`src/rtl/sdram_refresh_sched.sv`:
```
module sdram_refresh_sched #(
  parameter int CNT_W = 12,
  parameter int REC_W = 4
) (
  input  logic             clk,
  input  logic             rst_n,
  input  logic             refresh_en,
  input  logic [CNT_W-1:0] interval,
  input  logic [REC_W-1:0] rec_width,
  input  logic             access_active,
  input  logic             lp_req,
  input  logic             lp_deep,
  output logic [2:0]       cmd,
  output logic             cke,
  output logic             busy
);
  localparam logic [2:0] C_DSL = 3'd0, C_REF = 3'd1, C_SRE = 3'd2,
                         C_SRX = 3'd3, C_PDE = 3'd4, C_PDX = 3'd5;

  typedef enum logic [2:0] {S_IDLE, S_RECOV, S_LP, S_WAKE, S_GAP} st_t;

  st_t              st;
  logic [CNT_W-1:0] cnt;
  logic [REC_W-1:0] wcnt;
  logic             pend, en_q, deep;

  wire             frozen   = (st == S_LP) || (st == S_WAKE) || (st == S_GAP);
  wire [CNT_W:0]   cnt_nx   = {1'b0, cnt} + 1'b1;
  wire             expire   = refresh_en && en_q && !frozen && (cnt_nx >= {1'b0, interval});
  wire             fire     = (st == S_IDLE) && pend && refresh_en && !access_active;
  wire             wake_ref = (st == S_GAP) && (wcnt == '0);

  always_ff @(posedge clk) begin
    if (!rst_n) en_q <= 1'b0;
    else        en_q <= refresh_en;
  end

  always_ff @(posedge clk) begin
    if (!rst_n)                            cnt <= '0;
    else if (!refresh_en || !en_q || expire) cnt <= '0;
    else if (wake_ref)                     cnt <= CNT_W'(1);
    else if (!frozen)                      cnt <= cnt + 1'b1;
  end

  always_ff @(posedge clk) begin
    if (!rst_n)                   pend <= 1'b0;
    else if (!refresh_en)         pend <= 1'b0;
    else if (expire || !en_q)     pend <= 1'b1;
    else if (fire || wake_ref)    pend <= 1'b0;
  end

  always_ff @(posedge clk) begin
    if (!rst_n) begin
      st   <= S_IDLE;
      cmd  <= C_DSL;
      cke  <= 1'b1;
      busy <= 1'b0;
      wcnt <= '0;
      deep <= 1'b0;
    end else begin
      cmd <= C_DSL;
      case (st)
        S_IDLE: begin
          if (fire) begin
            cmd  <= C_REF;
            busy <= 1'b1;
            wcnt <= rec_width;
            st   <= S_RECOV;
          end else if (lp_req && !pend && !access_active) begin
            cmd  <= lp_deep ? C_PDE : C_SRE;
            deep <= lp_deep;
            cke  <= 1'b0;
            busy <= 1'b1;
            st   <= S_LP;
          end
        end
        S_RECOV: begin
          if (wcnt == '0) begin
            busy <= 1'b0;
            st   <= S_IDLE;
          end else begin
            wcnt <= wcnt - 1'b1;
          end
        end
        S_LP: begin
          if (!lp_req) begin
            cke <= 1'b1;
            st  <= S_WAKE;
          end
        end
        S_WAKE: begin
          cmd  <= deep ? C_PDX : C_SRX;
          wcnt <= rec_width;
          st   <= S_GAP;
        end
        S_GAP: begin
          if (wcnt == '0) begin
            cmd  <= C_REF;
            wcnt <= rec_width;
            st   <= S_RECOV;
          end else begin
            wcnt <= wcnt - 1'b1;
          end
        end
        default: st <= S_IDLE;
      endcase
    end
  end
endmodule

```
`config.mk`:
```
export PLATFORM = sky130hd
export DESIGN_NAME = sdram_refresh_sched
export DESIGN_NICKNAME = d
export VERILOG_FILES = /design/src/rtl/sdram_refresh_sched.sv
export SDC_FILE = /design/constraint.sdc
export NUM_CORES = 1
export LEC_CHECK = 0
export ABC_AREA = 1
export CAP_MARGIN = 10
export CELL_PAD_IN_SITES_DETAIL_PLACEMENT = 1
export CELL_PAD_IN_SITES_GLOBAL_PLACEMENT = 2
export CORE_ASPECT_RATIO = 0.5
export CORE_MARGIN = 3
export CORE_UTILIZATION = 29
export DETAILED_ROUTE_END_ITERATION = 8
export PLACE_DENSITY_LB_ADDON = 0.1
export SYNTH_ARGS = -nofsm -noshare
export SYNTH_HDL_FRONTEND = slang
export SYNTH_SLANG_ARGS = --single-unit
```
`constraint.sdc`:
```
create_clock -name clk -period 2.4 [get_ports clk]
set_input_delay 0.6 -clock clk [delete_from_list [all_inputs] [get_ports clk]]
set_output_delay 0.6 -clock clk [all_outputs]
set_load 0.02 [all_outputs]
```
# After elaboration in Yosys (flattened, before gate mapping)

Index checks and enable logic that the tools add are counted.

Add/subtract/negate cells: 3
Magnitude comparators: 1
Equality and inequality tests: 13
Mux-type cells: 28
Bitwise logic cells: 2
Reduce and logical (&&, ||, !) cells: 34

Operators by type and width:

| operator                                         | count |
|---|---|
| two-way mux 3 bit                                | 9 |
| case mux 4 bit (4 select lines)                  | 1 |
| case mux 3 bit (5 select lines)                  | 1 |
| adder 12 x 1 -> 13 bit, second input constant    | 1 |
| >= comparator 13 x 12 -> 1 bit                   | 1 |
| adder 12 x 1 -> 12 bit, second input constant    | 1 |
| two-way mux 4 bit                                | 3 |
| two-way mux 1 bit                                | 11 |
| != test 2 bit, second input constant             | 5 |
| logical AND 1 bit                                | 9 |
| case mux 3 bit (3 select lines)                  | 1 |
| AND reduction 3 bit                              | 3 |
| AND reduction 4 bit                              | 2 |
| == test 3 x 2 -> 1 bit, second input constant    | 2 |
| logical OR 1 bit                                 | 6 |
| != test 2 x 1 -> 1 bit, second input constant    | 3 |
| nonzero test 2 bit                               | 3 |
| zero test 1 bit                                  | 5 |
| zero test 4 bit                                  | 1 |
| case mux 1 bit (2 select lines)                  | 2 |
| nonzero test 4 bit                               | 1 |
| subtractor 4 x 1 -> 4 bit, second input constant | 1 |
| == test 3 x 1 -> 1 bit, second input constant    | 1 |
| == test 3 bit, second input constant             | 1 |
| other kinds (6)                                  | 7 |

Flip-flop bits (word level): 27
Word-level logic and storage cells: 91

# Longest topological paths before layout

Gate-level depths: netlist of run 1.

Depth in word-level cells: 8
Gate-level depth with buffers: 19
Mapped depth without buffers: 19

# Worst setup path before layout of run 1

Ideal clock, no wire load.

Path kind: reg2reg
Start point: reg cnt[0]
End point: reg cnt[3]
Arrival: 2.057 ns
Data required time: 2.338 ns
Path slack: 0.281 ns
Stages on the path, launching flop included: 17
Path buffers: 1
Clock period less this slack: 2.119 ns
Path through: dfxtp_1 ha_1 nand3_2 nor2_4 nand2_2 xor2_1 ha_1 a21oi_1 nand2_1 nor2_1 nand2_1 nand2_1 nand2_1 nand2_2 nand3_2 buf_6 nor2_2

Longest elaborated chain between the ends: 5
Elaborated cells on any way between the ends: 6

RTL lines:

| element                             | line | source |
|---|---|---|
| start: declaration                  | 23   | `logic [CNT_W-1:0] cnt;` |
| start signal: assignment            | 42   | `else if (!frozen) cnt <= cnt + 1'b1;` |
| adder 12 x 1 -> 13 bit              | 28   | `wire [CNT_W:0] cnt_nx = {1'b0, cnt} + 1'b1;` |
| named net cnt_nx[8]                 | 28   |  |
| >= comparator 13 x 12 -> 1 bit      | 29   | `wire expire = refresh_en && en_q && !frozen && (cnt_nx >= {1'b0, interval});` |
| logical AND 1 bit                   | 29   |  |
| logical OR 1 bit                    | 40   | `else if (!refresh_en \|\| !en_q \|\| expire) cnt <= '0;` |
| OR reduction 3 bit (no source line) | n/a  |  |

The timed path passes the listed nets, and every way through them passes these cells.
A chain may end at the register's enable or synchronous reset.

# Final worst setup path of run 1

Start point: reg cnt[1]
End point: reg cnt[7]

Same word-level chain as after synthesis.

==> run_results.csv, run 1 <==
group,metric,value,unit
synth,yosysSeqAreaShare,29.4,%
synth,ys_seq_elements,27,
global_route,grt_use_met2,21.2,%
die,die_height,62.3,um
synth,async_flop_share,0,%
global_route,use_met1,17.3,%
detailed_routing,viasPerCell,4.51,
global_route,grt.met3_usage,4.62,%
global_route,grt_pass1_vias,1749,
critical_path,path_max_fanout,5,
synth,synthAdderAreaFrac,10.2,%
synth,yosysWarnings,0,
critical_path,worstSetupPathType,"flip-flop to flip-flop",
clocking,clkTransAtPathRegs,0.07,ns
layout,num-nets-final,358,
synth,yosys.area.top_type,"dfxtp_1",
die,die-area,7380,um2
global_route,grt_pass1_wl,7.97,mm
clocking,cts_made_buffers,3,
sta,finalMaxSlewViolations,0,
die,core,5800,um2
sta,period_needed,2.34,ns
sta,worst_pin_slew,0.344,ns
critical_path,crit_chain,"ha_4, nand3_4, nor2_4, nand2_2, xor2_4, ha_4, nand4_1, nor2_1, nor2_2, nand2_1, nand2_1, nand2_1, nand2_2, nand3_4, clkbuf_16, nor2_2",
sta,finalSetupViolCount,0,
layout,num_antenna_cells,0,
hold_path,hold_path_end,"cnt[0]",
detailed_routing,drc,0,
clocking,insertion_delay,0.27,ns
synth,synth_edf_count,0,
detailed_routing,via_count,1822,
place,gp_congestion,0.776,
sta,max_freq,427,MHz
place,dpl-instance-area,2260,um2
place,post-dp-hpwl,3.73,mm
synth,synthMuxAreaShare,1.09,%
synth,synth_compound_area_share,10.0,%
die,fp.dieW,119,um
synth,yosys.area.top_type_share,29.4,%
synth,synth_area_leaders,"dfxtp_1, nand2_1, inv_1",
synth,synth_nets,312,
critical_path,cp_slowest_stage_delay,0.37,ns
synth,syn_inst,275,
synth,syn_area_per_cell,6.67,um2
global_route,overflow,0,
critical_path,rrSetupSlack,0.06,ns
power,leakage,1.22,nW
sta,relSlewSlack,77.0,%
synth,synthSimpleGateAreaFrac,33.5,%
detailed_routing,dr.pass1.iters,4,
global_route,grt_usage,13.0,%
critical_path,rr_endpoint,"cnt[7]",
die,core.rowCount,19,
detailed_routing,wl_per_cell,12.2,um
clocking,clock_path_buffers,2,
run_status,outcome,"completed",
synth,synth_most_common_cell,"nand2_1",
synth,synth_commonest_cells,"nand2_1, inv_1, dfxtp_1, nor2_1, ha_1",
clocking,cts_root_buffer,"clkbuf_16",
layout,final_area,2590,um2
sta,rsz0062_at_grt,"true",
sta,hold_viol,0,
power,power_density,444,nW/um2
global_route,grt_max_degree,16,
place,port_buffers,26,
critical_path,reg2reg_from,"cnt[1]",
sta,post-route-period-util,97.5,%
detailed_routing,drtIter0Drc,44,
power,ir_worst_vdd,0.000292,V
critical_path,cp-end-kind,"flip-flop",
clocking,cts_sinks,27,
critical_path,cp_data_required_time,2.56,ns
hold_path,hold_class,"flip-flop to flip-flop",
hold_path,min_from,"en_q",
sta,skew,0.00499,ns
power,total_power,0.00115,W
synth,syn_area,1840,um2
layout,drive_gt1_share,21.6,%
critical_path,cp_slowest_cell,"dfxtp_4",
job,drv_cap,0,
detailed_routing,ant_nets,0,
critical_path,crit_path_start_kind,"flip-flop",
global_route,antenna_found_initial,0,
critical_path,cp_common_cell,"nand2_1",
clocking,htreeDepth,1,
synth,synth_top_family_by_area,"simple AND/OR/NAND/NOR gates",
detailed_routing,routed_wl,4.92,mm
synth,ys_types,28,
hold_path,worstHoldPathCells,2,
critical_path,timing.critical_path.arrival,2.50,ns
layout,syn2layout_area_growth,40.9,%
synth,synth-main-ff-cell,"dfxtp_1",
critical_path,r2r_cells,16,
global_route,busiest_layer,"met2",
die,io_pins,27,
die,start_util,31.6,%
clocking,tritoncts,"built",
synth,synth-xor-area-share,3.34,%
==> state kept, by name, indices dropped and copies added (netlist names) <==
signal,cells
busy,1
cke,1
cmd,3
cnt,12
deep,1
en_q,1
pend,1
st,3
wcnt,4
==> repair_timing <==
item / 4_1_cts / 5_1_grt
hold buffers: 0 / 0
gates resized for setup: 8 / 29
endpoints found under the setup margin: 11 / 13
pin swaps: 4 / 17
cloned: 0 / 1
setup buffers: 1 / 6
==> cell type report <==
| type | count | area, um2 |
|---|---|---|
| clock inverters | 1 | 5.00 |
| inverters | 56 | 210 |
| repair buffers | 43 | 429 |
| multi-input cells | 190 | 1210 |
| clock buffers | 3 | 75.1 |
| flip-flops and latches | 27 | 552 |
| fillers | 764 | 3210 |
| well taps | 84 | 105 |
==> per-layer routing <==
metal,routed length (um),share of wire [%],up-vias
met5,0,0,-
met3,182,3.7,4
met4,42,0.85,0
li1,-,-,947
met2,2240,45,20
met1,2460,50,851
==> worst max-delay path: cells and delay by family, from the launching register on <==
family,cells,cell delay (ns)
adders and majority gates,2,0.43
buffers and inverters,1,0.16
xor gates and xnor gates,1,0.18
and+or+nand+nor,12,1.09
DFF,1,0.37
==> how the worst max path moves through the flow <==
stage,startpoint,endpoint,depth (start not counted),slack (ns)
after global placement,cnt[1],cnt[11],14,-0.05
final,cnt[1],cnt[7],16,0.06
after CTS,cnt[0],cnt[11],19,0.004
after global routing,cnt[0],cnt[9],16,-0.14
after floorplan,cnt[0],cnt[3],16,0.28
after detailed placement,interval[7],cnt[11],15,-0.08
==> layout by cell type, fill, tap and decap left out, types with 4 or more instances in the layout <==
cell,netlist,layout
a21oi_1,12,11
buf_4,0,12
clkbuf_16,0,4
clkdlybuf4s50_1,0,26
dfxtp_1,27,22
ha_1,15,11
inv_1,54,53
nand2_1,60,57
nand2_2,3,6
nand3_1,13,11
nor2_1,27,25
nor2_2,12,14
o21ai_0,14,12
o21ai_1,4,5
xor2_1,7,4
==> per-stage QoR <==
| stage | setup slack, ns | std cells | hold WS [ns] | util (%) | setup TNS [ns] |
|---|---|---|---|---|---|
| 4_1_cts | 0.00388 | 397 | 0.498 | 41.2 | 0 |
| 3_5_place_dp | -0.0793 | 392 | 0.481 | 39.0 | -0.624 |
| 3_3_place_gp | -0.0495 | 392 | 0.461 | 39.0 | -0.314 |
| 5_1_grt | -0.136 | 404 | 0.503 | 44.6 | -1.49 |
| 6_report | 0.0596 | 404 | 0.479 | 44.6 | 0 |
| 2_1_floorplan | 0.281 | 275 | 0.449 | - | 0 |
==> power breakdown <==
part           switching, W  internal [W]
Sequential        0.0000169      0.000470
Clock              0.000176      0.000226
Combinational      0.000144      0.000116
==> kinds of logic after synthesis <==
kind of cell	Yosys count
compound gates	35
xor+xnor	7
fa+ha+maj	15
buf+inv	58
flops	27
mux	2
simple gates	131
(Power assumes the default switching activity.)
==> run 2: changes to the inputs <==
==> constraint.sdc (replaced) <==
create_clock -name clk -period 2.4 [get_ports clk]
set_input_delay 0.48 -clock clk [delete_from_list [all_inputs] [get_ports clk]]
set_output_delay 0.48 -clock clk [all_outputs]
set_load 0.02 [all_outputs]
==> run 2 against run 1 <==
Design area fell by 1.1%. Count of clock-buffer cells in the layout did not move. Core utilization fell by 0.47 points. Routed wire length fell by 3.5%. Worst hold slack got worse by 0.0015 ns. Clock skew rose by 0.0028 ns. Fmax rose by 0.68%. Sequential power barely moved. Worst setup slack improved by 0.016 ns. Clock power rose by 1%. Non-clock buffer count did not move.
==> run_results.csv, run 2 (synthesis results as in run 1) <==
group,metric,value,unit
run_status,outcome,"completed",
clocking,tritoncts,"built",
layout,num_antenna_cells,0,
die,core.rowCount,19,
global_route,overflow,0,
detailed_routing,dr.pass1.iters,3,
place,placedCellCount,392,
layout,num-nets-final,358,
die,core,5800,um2
layout,drive_gt1_share,19.1,%
layout,seq_area,551,um2
power,ir_worst_vdd,0.000285,V
place,dp_slack,-0.00691,ns
power,power.internal,0.000812,W
global_route,grt_pass1_vias,1785,
global_route,grt_max_degree,17,
power,power_density,451,nW/um2
sta,post-route-period-util,96.9,%
clocking,clock_path_buffers,2,
sta,hold_viol,0,
clocking,insertion_delay,0.27,ns
power,switchingPower,0.000342,W
clocking,clkTransAtPathRegs,0.08,ns
layout,final_cells,404,
critical_path,timing.critical_path.arrival,2.53,ns
layout,fillers,748,
critical_path,path_max_fanout,5,
die,fp.dieW,119,um
detailed_routing,drc,0,
sta,setup_ws,0.0754,ns
sta,period_needed,2.32,ns
sta,rsz0062_at_grt,"true",
layout,final_cell_mix,"nand2_1, inv_1, nor2_1, clkdlybuf4s50_1, dfxtp_1",
clocking,cts_sinks,27,
sta,finalSetupViolCount,0,
critical_path,crit_path_start_kind,"flip-flop",
detailed_routing,wl_per_cell,11.8,um
die,io_pins,27,
layout,regMostFlops,"cnt",
layout,largest_reg_flops,12,
die,start_util,31.6,%
detailed_routing,via_count,1794,
die,die_height,62.3,um
detailed_routing,routed_wl,4.75,mm
layout,syn2layout_area_growth,39.4,%
hold_path,hold_class,"flip-flop to flip-flop",
clocking,htreeDepth,1,
critical_path,cp_data_required_time,2.61,ns
critical_path,worstSetupPathType,"flip-flop to flip-flop",
power,comb_power_share,22.5,%
global_route,grt_pass1_wl,7.96,mm
place,post-dp-hpwl,3.66,mm
layout,final_common_cell,"nand2_1",
power,total_power,0.00115,W
global_route,antenna_found_initial,0,
global_route,grt_usage,12.9,%
detailed_routing,ant_nets,0,
sta,finalMaxSlewViolations,0,
critical_path,rrSetupSlack,0.08,ns
critical_path,cp-end-kind,"flip-flop",
detailed_routing,drtIter0Drc,42,
clocking,cts_root_buffer,"clkbuf_16",
detailed_routing,viasPerCell,4.44,
sta,worst_pin_slew,0.333,ns
power,power_switching_share,29.6,%
place,gp_congestion,0.780,
sta,max_freq,430,MHz
layout,multi_input_area,1190,um2
power,leakage,1.22,nW
power,p_clk_share,35.3,%
place,port_buffers,26,
die,die-area,7380,um2
layout,reg.largest.list,"cnt (12), wcnt (4)",
power,pwr-share-seq,42.2,%
sta,relSlewSlack,77.6,%
job,drv_cap,0,
clocking,cts_made_buffers,3,
sta,skew,0.00783,ns
clocking,hold_buffers,0,
run 2: cell types whose count changed in the layout (fill, tap and decap cells not counted), sizes merged:
cell | previous run | this run
clkinv | 1 | 0
clkinvlp | 0 | 1
run 2: metal layers:
| layer | vias to the layer above | track usage (%) | part of all wire, % |
|---|---|---|---|
| li1 | 947 | - | - |
| met1 | 827 | 16.8 | 52 |
| met2 | 15 | 21.5 | 44 |
| met3 | 5 | 4.26 | 3.2 |
| met4 | 0 | 1.73 | 0.59 |
| met5 | - | 0 | 0 |
run 2: worst paths after layout:
path / startpoint / endpoint / cells after the start
max: cnt[1] / cnt[2] / 18
min: cke / cke / 2
max reg2reg: cnt[1] / cnt[2] / 18
min reg2reg: cke / cke / 2
run 2: power by group through the flow:
stage / clock [W] / sequential, W / combinational (W)
global route: 0.000443 / 0.000490 / 0.000295
global placement: 0 / 0.000498 / 0.000247
floorplan: 0 / 0.000502 / 0.000153
detailed placement: 0 / 0.000499 / 0.000249
finish: 0.000407 / 0.000486 / 0.000260
CTS: 0.000425 / 0.000488 / 0.000253
run 2: worst max-delay path, cell delays in order (launching register included):
cell and delay, ns:
dfxtp_4 0.37, ha_4 0.15, nand3_4 0.09, nor2_4 0.13
nand2_2 0.09, xor2_2 0.15, ha_1 0.31, nand2_1 0.08
inv_1 0.04, nand2_1 0.04, nand2_1 0.05, nor2_1 0.08
nand2_1 0.08, nand2_1 0.06, nand2_1 0.07, nand2_2 0.11
nand3_4 0.10, clkbuf_16 0.19, nor2_4 0.07
run 2: layout make-up:
| class | count | area share [%] |
|---|---|---|
| clock buffer | 3 | 2.93 |
| clock inverter | 1 | 0.293 |
| inverter | 56 | 8.22 |
| multi-input combinational | 190 | 46.6 |
| sequential | 27 | 21.5 |
| tap | 84 | 4.11 |
| timing repair buffer | 43 | 16.3 |
run 2: repair_timing:
item	CTS	global route
setup endpoints to repair	11	13
pin swaps	2	15
gates cloned	0	1
resized for setup	6	24
buffers inserted	2	5
run 2: through the flow:
step	utilization [%]	hold WS (ns)	instance area (um2)	setup TNS (ns)
after floorplan	-	0.449	1840	0
after global placement	39.0	0.464	2260	0
after detailed placement	39.0	0.463	2260	-0.0416
after CTS	41.2	0.482	2390	0
after global routing	44.1	0.516	2560	-1.09
final	44.1	0.477	2560	0
==> run 3: changes to the inputs <==
- CAP_MARGIN: 10 -> 25
==> results of run 3 <==
The final DEF is identical to that of run 2; final timing and power are the same.
